$ cat config.mk
export PLATFORM = sky130hd
export DESIGN_NAME = egress_order_sched
export DESIGN_NICKNAME = d
export VERILOG_FILES = /design/src/rtl/eos_pkg.sv /design/src/rtl/eos_ifq_bank.sv /design/src/rtl/eos_ctl.sv /design/src/rtl/egress_order_sched.sv
export SDC_FILE = /design/constraint.sdc
export NUM_CORES = 1
export LEC_CHECK = 0
export BUFFER_PORTS_ARGS = -buffer_cell sky130_fd_sc_hd__buf_2
export CAP_MARGIN = 20
export CORE_ASPECT_RATIO = 0.75
export CORE_MARGIN = 2
export CORE_UTILIZATION = 30
export DETAILED_ROUTE_END_ITERATION = 10
export PLACE_DENSITY = 0.56
export SLEW_MARGIN = 40
export SYNTH_ARGS = -nofsm -noshare
export SYNTH_HDL_FRONTEND = slang
export SYNTH_SLANG_ARGS = --single-unit
$ cat constraint.sdc
create_clock -name clk -period 4.1 [get_ports clk]
set_input_delay 0.82 -clock clk [delete_from_list [all_inputs] [get_ports clk]]
set_output_delay 0.82 -clock clk [all_outputs]
set_load 0.02 [all_outputs]
$ cat src/rtl/eos_pkg.sv
package eos_pkg;

  typedef enum logic {
    KIND_CON = 1'b0,
    KIND_RES = 1'b1
  } pktKind_e;

  // pop strobes issued by the control to the queue bank
  typedef struct packed {
    logic resPop;
    logic conPop;
  } popStrobe_t;

endpackage

$ cat src/rtl/eos_ifq_bank.sv
module eos_ifq_bank
  import eos_pkg::*;
#(
  parameter int N     = 4,
  parameter int DEPTH = 4,
  parameter int TS_W  = 8,
  localparam int NW   = $clog2(N)
) (
  input  logic              clk,
  input  logic              rstN,
  input  logic [N-1:0]      arrValid,
  input  logic [N-1:0]      arrRes,
  input  logic [NW-1:0]     slotPhase,
  input  logic [TS_W-1:0]   tsNow,
  input  popStrobe_t        strobe,
  input  logic [NW-1:0]     resSrc,
  input  logic [NW-1:0]     conSel,
  output logic [N-1:0]      headValid,
  output logic [N-1:0]      headRes,
  output logic [N-1:0]      hasRes,
  output logic [NW-1:0]     headNode [N],
  output logic [TS_W-1:0]   headTs [N],
  output logic              overflow
);

  localparam int PW = (DEPTH > 1) ? $clog2(DEPTH) : 1;
  localparam int CW = $clog2(DEPTH + 1);

  logic [N-1:0] ovfHit;

  for (genvar i = 0; i < N; i++) begin : g_ifq
    pktKind_e          memKind [DEPTH];
    logic [NW-1:0]     memNode [DEPTH];
    logic [TS_W-1:0]   memTs   [DEPTH];
    logic [PW-1:0]     rdPtr, wrPtr;
    logic [CW-1:0]     count, resCnt;
    logic [NW-1:0]     srcNode;
    logic              push, pushRes, pop, accept, popIsRes;

    // the node that input i is wired to in this slot
    always_comb begin
      int s;
      s = i + int'(slotPhase);
      if (s >= N) s = s - N;
      srcNode = NW'(s);
    end

    assign push     = arrValid[srcNode];
    assign pushRes  = arrRes[srcNode];
    assign accept   = push && (count != CW'(DEPTH));
    assign ovfHit[i] = push && !accept;
    assign pop      = (count != '0) &&
                      ((strobe.resPop && resSrc == NW'(i)) ||
                       (strobe.conPop && conSel == NW'(i)));
    assign popIsRes = pop && (memKind[rdPtr] == KIND_RES);

    always_ff @(posedge clk) begin
      if (accept) begin
        memKind[wrPtr] <= pushRes ? KIND_RES : KIND_CON;
        memNode[wrPtr] <= srcNode;
        memTs[wrPtr]   <= tsNow;
      end
    end

    always_ff @(posedge clk or negedge rstN) begin
      if (!rstN) begin
        rdPtr  <= '0;
        wrPtr  <= '0;
        count  <= '0;
        resCnt <= '0;
      end else begin
        if (accept) wrPtr <= (wrPtr == PW'(DEPTH - 1)) ? '0 : wrPtr + 1'b1;
        if (pop)    rdPtr <= (rdPtr == PW'(DEPTH - 1)) ? '0 : rdPtr + 1'b1;
        count  <= count + CW'(accept) - CW'(pop);
        resCnt <= resCnt + CW'(accept && pushRes) - CW'(popIsRes);
      end
    end

    assign headValid[i] = (count != '0);
    assign headRes[i]   = (memKind[rdPtr] == KIND_RES);
    assign headNode[i]  = memNode[rdPtr];
    assign headTs[i]    = memTs[rdPtr];
    assign hasRes[i]    = (resCnt != '0);
  end

  always_ff @(posedge clk or negedge rstN) begin
    if (!rstN)            overflow <= 1'b0;
    else if (|ovfHit)     overflow <= 1'b1;
  end

endmodule

$ cat src/rtl/eos_ctl.sv
module eos_ctl
  import eos_pkg::*;
#(
  parameter int N       = 4,
  parameter int W       = 8,
  parameter int TS_W    = 8,
  parameter int OUT_IDX = 1,
  parameter int FDEPTH  = 4,
  localparam int NW     = $clog2(N),
  localparam int WB     = $clog2(W)
) (
  input  logic              clk,
  input  logic              rstN,
  input  logic [N-1:0]      arrValid,
  input  logic [N-1:0]      arrRes,
  input  logic [N-1:0]      grant,
  input  logic [N-1:0]      headValid,
  input  logic [N-1:0]      headRes,
  input  logic [N-1:0]      hasRes,
  input  logic [NW-1:0]     headNode [N],
  input  logic [TS_W-1:0]   headTs [N],
  output logic [NW-1:0]     slotPhase,
  output logic [TS_W-1:0]   tsNow,
  output popStrobe_t        strobe,
  output logic [NW-1:0]     resSrc,
  output logic [NW-1:0]     conSel,
  output logic [N-1:0]      request,
  output logic              conValid,
  output logic [WB-1:0]     conTs,
  output logic              resRecv,
  output logic [NW-1:0]     resNode,
  output logic              globalBlock
);

  localparam int FPW = (FDEPTH > 1) ? $clog2(FDEPTH) : 1;
  localparam int FCW = $clog2(FDEPTH + 1);
  localparam int OFS = OUT_IDX % N;

  // slot counters
  always_ff @(posedge clk or negedge rstN) begin
    if (!rstN) begin
      slotPhase <= '0;
      tsNow     <= '0;
    end else begin
      slotPhase <= (slotPhase == NW'(N - 1)) ? '0 : slotPhase + 1'b1;
      tsNow     <= tsNow + 1'b1;
    end
  end

  logic checkSlot;
  logic [NW-1:0] node0Src;
  always_comb begin
    int c;
    int s;
    c = int'(slotPhase) + OFS;
    if (c >= N) c = c - N;
    checkSlot = (c == 0);
    s = N - int'(slotPhase);
    if (s == N) s = 0;
    node0Src = NW'(s);
  end

  // order of reservation frames planted at node 0
  logic [NW-1:0]  fMem [FDEPTH];
  logic [FPW-1:0] fRd, fWr;
  logic [FCW-1:0] fCount;
  logic [NW-1:0]  front;
  logic           fPush, frameStart;
  logic           frameOn;
  logic [NW-1:0]  frameNode, frameSrc;

  assign front = fMem[fRd];
  assign fPush = arrValid[0] && arrRes[0] && (fCount != FCW'(FDEPTH));
  assign frameStart = checkSlot && !frameOn && (fCount != '0) &&
                      headValid[front] && headRes[front] &&
                      (headNode[front] == '0);

  always_ff @(posedge clk) begin
    if (fPush) fMem[fWr] <= node0Src;
  end

  always_ff @(posedge clk or negedge rstN) begin
    if (!rstN) begin
      fRd       <= '0;
      fWr       <= '0;
      fCount    <= '0;
      frameOn   <= 1'b0;
      frameNode <= '0;
      frameSrc  <= '0;
    end else begin
      if (fPush)      fWr <= (fWr == FPW'(FDEPTH - 1)) ? '0 : fWr + 1'b1;
      if (frameStart) fRd <= (fRd == FPW'(FDEPTH - 1)) ? '0 : fRd + 1'b1;
      fCount <= fCount + FCW'(fPush) - FCW'(frameStart);
      if (frameStart) begin
        frameOn   <= 1'b1;
        frameNode <= NW'(1);
        frameSrc  <= front;
      end else if (frameOn) begin
        if (frameNode == NW'(N - 1)) frameOn <= 1'b0;
        frameNode <= frameNode + 1'b1;
      end
    end
  end

  assign resRecv = frameStart || frameOn;
  assign resNode = frameOn ? frameNode : '0;
  assign resSrc  = frameOn ? frameSrc : front;

  // contention requests and grant selection
  logic [N-1:0]  conHead, cand;
  logic [NW-1:0] gIdx, rrPtr;
  logic          gHit;

  always_comb begin
    request = '0;
    gIdx    = '0;
    for (int i = 0; i < N; i++) begin
      conHead[i] = headValid[i] && !headRes[i];
      if (!resRecv && conHead[i]) request[headNode[i]] = 1'b1;
    end
    for (int r = N - 1; r >= 0; r--) begin
      if (grant[r]) gIdx = NW'(r);
    end
  end

  assign gHit = |grant;

  always_comb begin
    conValid = 1'b0;
    conSel   = '0;
    for (int i = 0; i < N; i++) begin
      cand[i] = gHit && !resRecv && conHead[i] && (headNode[i] == gIdx);
    end
    for (int k = 0; k < N; k++) begin
      int idx;
      idx = int'(rrPtr) + k;
      if (idx >= N) idx = idx - N;
      if (!conValid && cand[idx]) begin
        conValid = 1'b1;
        conSel   = NW'(idx);
      end
    end
  end

  assign conTs = headTs[conSel][WB-1:0];

  always_ff @(posedge clk or negedge rstN) begin
    if (!rstN)         rrPtr <= '0;
    else if (conValid) rrPtr <= (conSel == NW'(N - 1)) ? '0 : conSel + 1'b1;
  end

  always_comb begin
    globalBlock = 1'b0;
    for (int i = 0; i < N; i++) begin
      if (hasRes[i] && !(headValid[i] && headRes[i])) globalBlock = 1'b1;
    end
  end

  assign strobe.resPop = resRecv;
  assign strobe.conPop = conValid;

endmodule

$ cat src/rtl/egress_order_sched.sv
module egress_order_sched
  import eos_pkg::*;
#(
  parameter int N       = 4,
  parameter int W       = 8,
  parameter int DEPTH   = 4,
  parameter int TS_W    = 8,
  parameter int OUT_IDX = 1,
  localparam int NW     = $clog2(N),
  localparam int WB     = $clog2(W)
) (
  input  logic          clk,
  input  logic          rstN,
  input  logic [N-1:0]  arrValid,
  input  logic [N-1:0]  arrRes,
  input  logic [N-1:0]  grant,
  output logic [N-1:0]  request,
  output logic          conValid,
  output logic [WB-1:0] conTs,
  output logic          resRecv,
  output logic [NW-1:0] resNode,
  output logic          globalBlock,
  output logic          overflow
);

  logic [N-1:0]    headValid, headRes, hasRes;
  logic [NW-1:0]   headNode [N];
  logic [TS_W-1:0] headTs [N];
  logic [NW-1:0]   slotPhase, resSrc, conSel;
  logic [TS_W-1:0] tsNow;
  popStrobe_t      strobe;

  eos_ctl #(
    .N(N), .W(W), .TS_W(TS_W), .OUT_IDX(OUT_IDX), .FDEPTH(DEPTH)
  ) u_ctl (
    .clk(clk), .rstN(rstN),
    .arrValid(arrValid), .arrRes(arrRes), .grant(grant),
    .headValid(headValid), .headRes(headRes), .hasRes(hasRes),
    .headNode(headNode), .headTs(headTs),
    .slotPhase(slotPhase), .tsNow(tsNow), .strobe(strobe),
    .resSrc(resSrc), .conSel(conSel),
    .request(request), .conValid(conValid), .conTs(conTs),
    .resRecv(resRecv), .resNode(resNode), .globalBlock(globalBlock)
  );

  eos_ifq_bank #(
    .N(N), .DEPTH(DEPTH), .TS_W(TS_W)
  ) u_bank (
    .clk(clk), .rstN(rstN),
    .arrValid(arrValid), .arrRes(arrRes),
    .slotPhase(slotPhase), .tsNow(tsNow), .strobe(strobe),
    .resSrc(resSrc), .conSel(conSel),
    .headValid(headValid), .headRes(headRes), .hasRes(hasRes),
    .headNode(headNode), .headTs(headTs),
    .overflow(overflow)
  );

endmodule

==> summary.md <==
| Metric | Value |
|---|---|
| Status | `complete, but fails checks` |
| Failing checks | `DRC, setup timing` |
| Peak supply drop | `0.393 mV` |
| Crit path max fanout | `4` |
| Pre-antenna DRT Iters | `10` |
| Avg WL per Cell | `17.9 um` |
| Fmax | `230 MHz` |
| EDFF count, synth | `104` |
| Clk Latency, worst-skew pair | `0.43 ns` |
| LEAKAGE | `4.00 nW` |
| Worst slew pin tran | `0.747 ns` |
| Post-layout util | `37.8%` |
| Design area | `10200 um2` |
| First-pass GRT wire length | `28.9 mm` |
| Delay-heaviest family, CP | `simple AND/OR/NAND/NOR gates` |
| Yosys warnings | `0` |
| Fraction of registers with async set/reset | `36.6%` |
| Mapped Cells | `561` |
| Reg clk slew, reported paths | `0.07 ns` |
| Sw Ratio | `37.8%` |
| Die ar. | `28500 um2` |
| Relative slew slack | `50.1%` |
| Number of buffers created by CTS | `17` |
| Critical Path AT | `3.52 ns` |
| Port Buffers | `26` |
| Clock power frac | `19.1%` |
| Final period utilization | `106%` |
| Final Skew | `0.00874 ns` |
| Final non-filler cell total | `1028` |
| Overall power | `8.55 mW` |
| Commonest cells in the netlist | `edfxtp_1 (104), inv_1 (61), dfrtp_1 (60)` |
| Syn_nets | `635` |
| Setup WS post-layout | `-0.245 ns` |
| Area grow syn2layout | `24.8%` |
| Post-DRT Antenna Nets | `0` |
| FF+latch count, synth | `164` |
| Synth top area share | `38.3%` |
| Sequential cell area | `4630 um2` |
| Kind of end point of the critical path | `output port` |
| Vias in the first global route | `5309` |
| Count of cell types in the netlist | `54` |
| Initial Util | `30.3%` |
| Total track usage | `13.5%` |
| Worst Path Buf+Inv | `3` |
| Combinational share of power | `50.3%` |
| Die Span Y | `147 um` |
| Area after DPL | `9110 um2` |
| Floorplan row count | `52` |
| Starting DRT DRC Count | `276` |
| Largest net degree at the start of global routing | `40` |
| Nets | `738` |
| Post-Route WL | `18.4 mm` |
| IO Count | `27` |
| Slowest-stage cell, CP | `mux4_2` |
| Sw Pwr | `3.23 mW` |
| Pwr Density | `841 nW/um2` |
| Hold WC Path Type | `input port to asynchronous set/reset pin` |
| Slew Limit Fails | `0` |
| Gr ovfl total | `0` |
| Max Cap Viol | `0` |
| Core box area | `26900 um2` |
| Fill count | `2492` |
| Final RePlAce weighted congestion | `0.855` |
| DP Cell Count | `984` |
| Initial antenna violation count | `0` |
| # hold bufs at CTS | `0` |
| Vias | `4853` |
| CTS root buf | `clkbuf_16` |
| Longest Clk Path Bufs | `2` |
| Die width | `194 um` |
| Vias per cell | `4.72` |
| Setup crit start kind | `register` |
| Most frequent cell after synthesis | `edfxtp_1` |
| Final setup violation count | `22` |
| CP Cell Sequence | `mux4_2 > or4_4 > and3_4 > and2_4 > mux2i_2 > nor2_2 > nor4b_4 > buf_4 > buf_8 > mux2i_4 > buf_6` |
| Hold WS | `0.205 ns` |
| Mean Syn Cell Area | `14.5 um2` |
| Share of cells above drive strength 1 | `37.5%` |
| Register share of total power | `30.6%` |
| RSZ-0062 raised after global routing | `true` |
| Post-synthesis sequential area ratio | `56.8%` |
| CTS tree | `built` |
| Req. time, crit path | `3.28 ns` |
| Hold Vio Cnt, Final | `0` |
| ANT cells | `0` |
| CP Class | `register to output port` |
| Final HPWL from detailed placement | `13.6 mm` |
| H-tree depth | `4` |
| Ys flop type | `edfxtp_1` |
| Pint | `5.32 mW` |
| Largest area contributor in the netlist | `edfxtp_1` |
| Top cells by area, synth | `edfxtp_1 (38%), dfrtp_1 (18%), mux4_2 (9.1%)` |
| Crit-path max cell delay | `0.58 ns` |
| Netlist Area Pre-Place | `8150 um2` |
| CTS Sinks | `164` |
| DRC Markers | `1` |
| Period minus WS final | `4.34 ns` |
| Multi-input logic area | `3570 um2` |
[worst register-to-register path, cell delays in order, from the launching register on]
cell and delay, ns:
dfrtp_1 0.38, mux4_2 0.58, or4_4 0.50, and3_4 0.17, and2_4 0.16, mux2i_2 0.17, nor2_2 0.07, nor4b_4 0.31
ha_1 0.20, inv_1 0.04, o32a_2 0.42, nor2_4 0.12, ha_1 0.24, inv_1 0.06, ha_1 0.13, inv_1 0.05
fa_2 0.36, xnor2_2 0.15, xnor2_1 0.13
[state kept, by name, indices dropped and copies added, names as in the netlist]
name and flops:
u_ctl.fRd 2, u_ctl.frameSrc 2, u_ctl.tsNow 3, u_bank.g_ifq.wrPtr 8, u_bank.g_ifq.resCnt 12, u_ctl.frameNode 2
u_bank.g_ifq.rdPtr 8, u_ctl.rrPtr 2, u_ctl.frameOn 1, u_ctl.slotPhase 2, u_bank.g_ifq.count 12, u_bank.g_ifq.memNode 32
u_ctl.fCount 3, u_bank.g_ifq.memKind 16, u_ctl.fWr 2, u_bank.g_ifq.memTs 48, u_ctl.fMem 8, u_bank.overflow 1
[cell usage in the layout (no fill, tap or decap), drive strengths merged, types with 3 or more instances in the layout]
master / n
nor4b: 3
a21oi: 12
and2: 28
or3: 4
inv: 64
mux4: 34
a21boi: 4
mux2i: 12
clkinv: 5
clkbuf: 20
nor2: 40
mux2: 12
and3: 4
nand3: 7
buf: 95
nand2: 17
nand2b: 8
o21ai: 12
fa: 9
nor3: 10
xor2: 6
ha: 51
edfxtp: 104
dfrtp: 60
o31ai: 6
xnor2: 19
[kinds of logic after synthesis]
group	after synthesis	share of synthesized area, %
XOR/XNOR	25	2.69
buffers and inverters	72	3.78
AND/OR/NAND/NOR	131	9.02
AO/OA/AOI/OAI	51	4.85
flip-flops	164	56.8
multiplexers	58	12.9
adder cells (fa/ha/maj)	60	10.0
[power by group through the flow]
stage | Sequential, mW | Clock [mW] | Combinational (mW)
finish | 2.62 | 1.63 | 4.30
global route | 2.68 | 1.74 | 4.71
CTS | 2.61 | 1.66 | 4.09
detailed placement | 2.62 | 0 | 3.67
global placement | 2.59 | 0 | 3.50
floorplan | 2.50 | 0 | 2.49
[worst paths after layout]
check,startpoint,endpoint,slack [ns],cells after the start
max,u_bank.g_ifq[0].rdPtr[0],conTs[2],-0.24,11
min,rstN,u_ctl.fWr[0],0.21,1
max reg2reg,u_bank.g_ifq[0].rdPtr[0],u_bank.g_ifq[1].count[2],-0.23,18
min reg2reg,u_bank.g_ifq[3].resCnt[2],u_bank.g_ifq[3].resCnt[2],0.50,1
max in group asynchronous,rstN,u_bank.g_ifq[2].rdPtr[0],3.08,2
min in group clk,u_bank.g_ifq[3].resCnt[2],u_bank.g_ifq[3].resCnt[2],0.50,1
[layout make-up]
class	instances	share of cell area [%]
Sequential cell	164	45.5
Multi-Input combinational cell	325	35.2
Timing Repair Buffer	95	6.74
Clock buffer	20	4.49
Tap cell	351	4.32
Inverter	61	2.33
Clock inverter	12	1.45
[routing by layer]
layer,track usage (%),vias up,wire length [um]
met5,0,-,0
met4,3.77,0,221
met3,3.51,13,623
met2,21.7,71,8750
met1,18.2,2537,8780
li1,-,2232,-
[per-stage QoR]
step / TNS, ns / worst slack, ns
5_1_grt: -7.03 / -0.424
6_report: -3.20 / -0.245
2_1_floorplan: -2.24 / -0.293
3_3_place_gp: -2.55 / -0.292
4_1_cts: -3.80 / -0.290
3_5_place_dp: -3.57 / -0.404
[what timing repair did]
| item | in CTS | in global routing |
|---|---|---|
| pin swaps | 18 | 23 |
| gates resized for setup | 55 | 32 |
| buffers inserted | 5 | 8 |
| gates cloned | 0 | 0 |
| endpoints found under the setup margin | 24 | 26 |
Power figures use the tool's default switching activity.
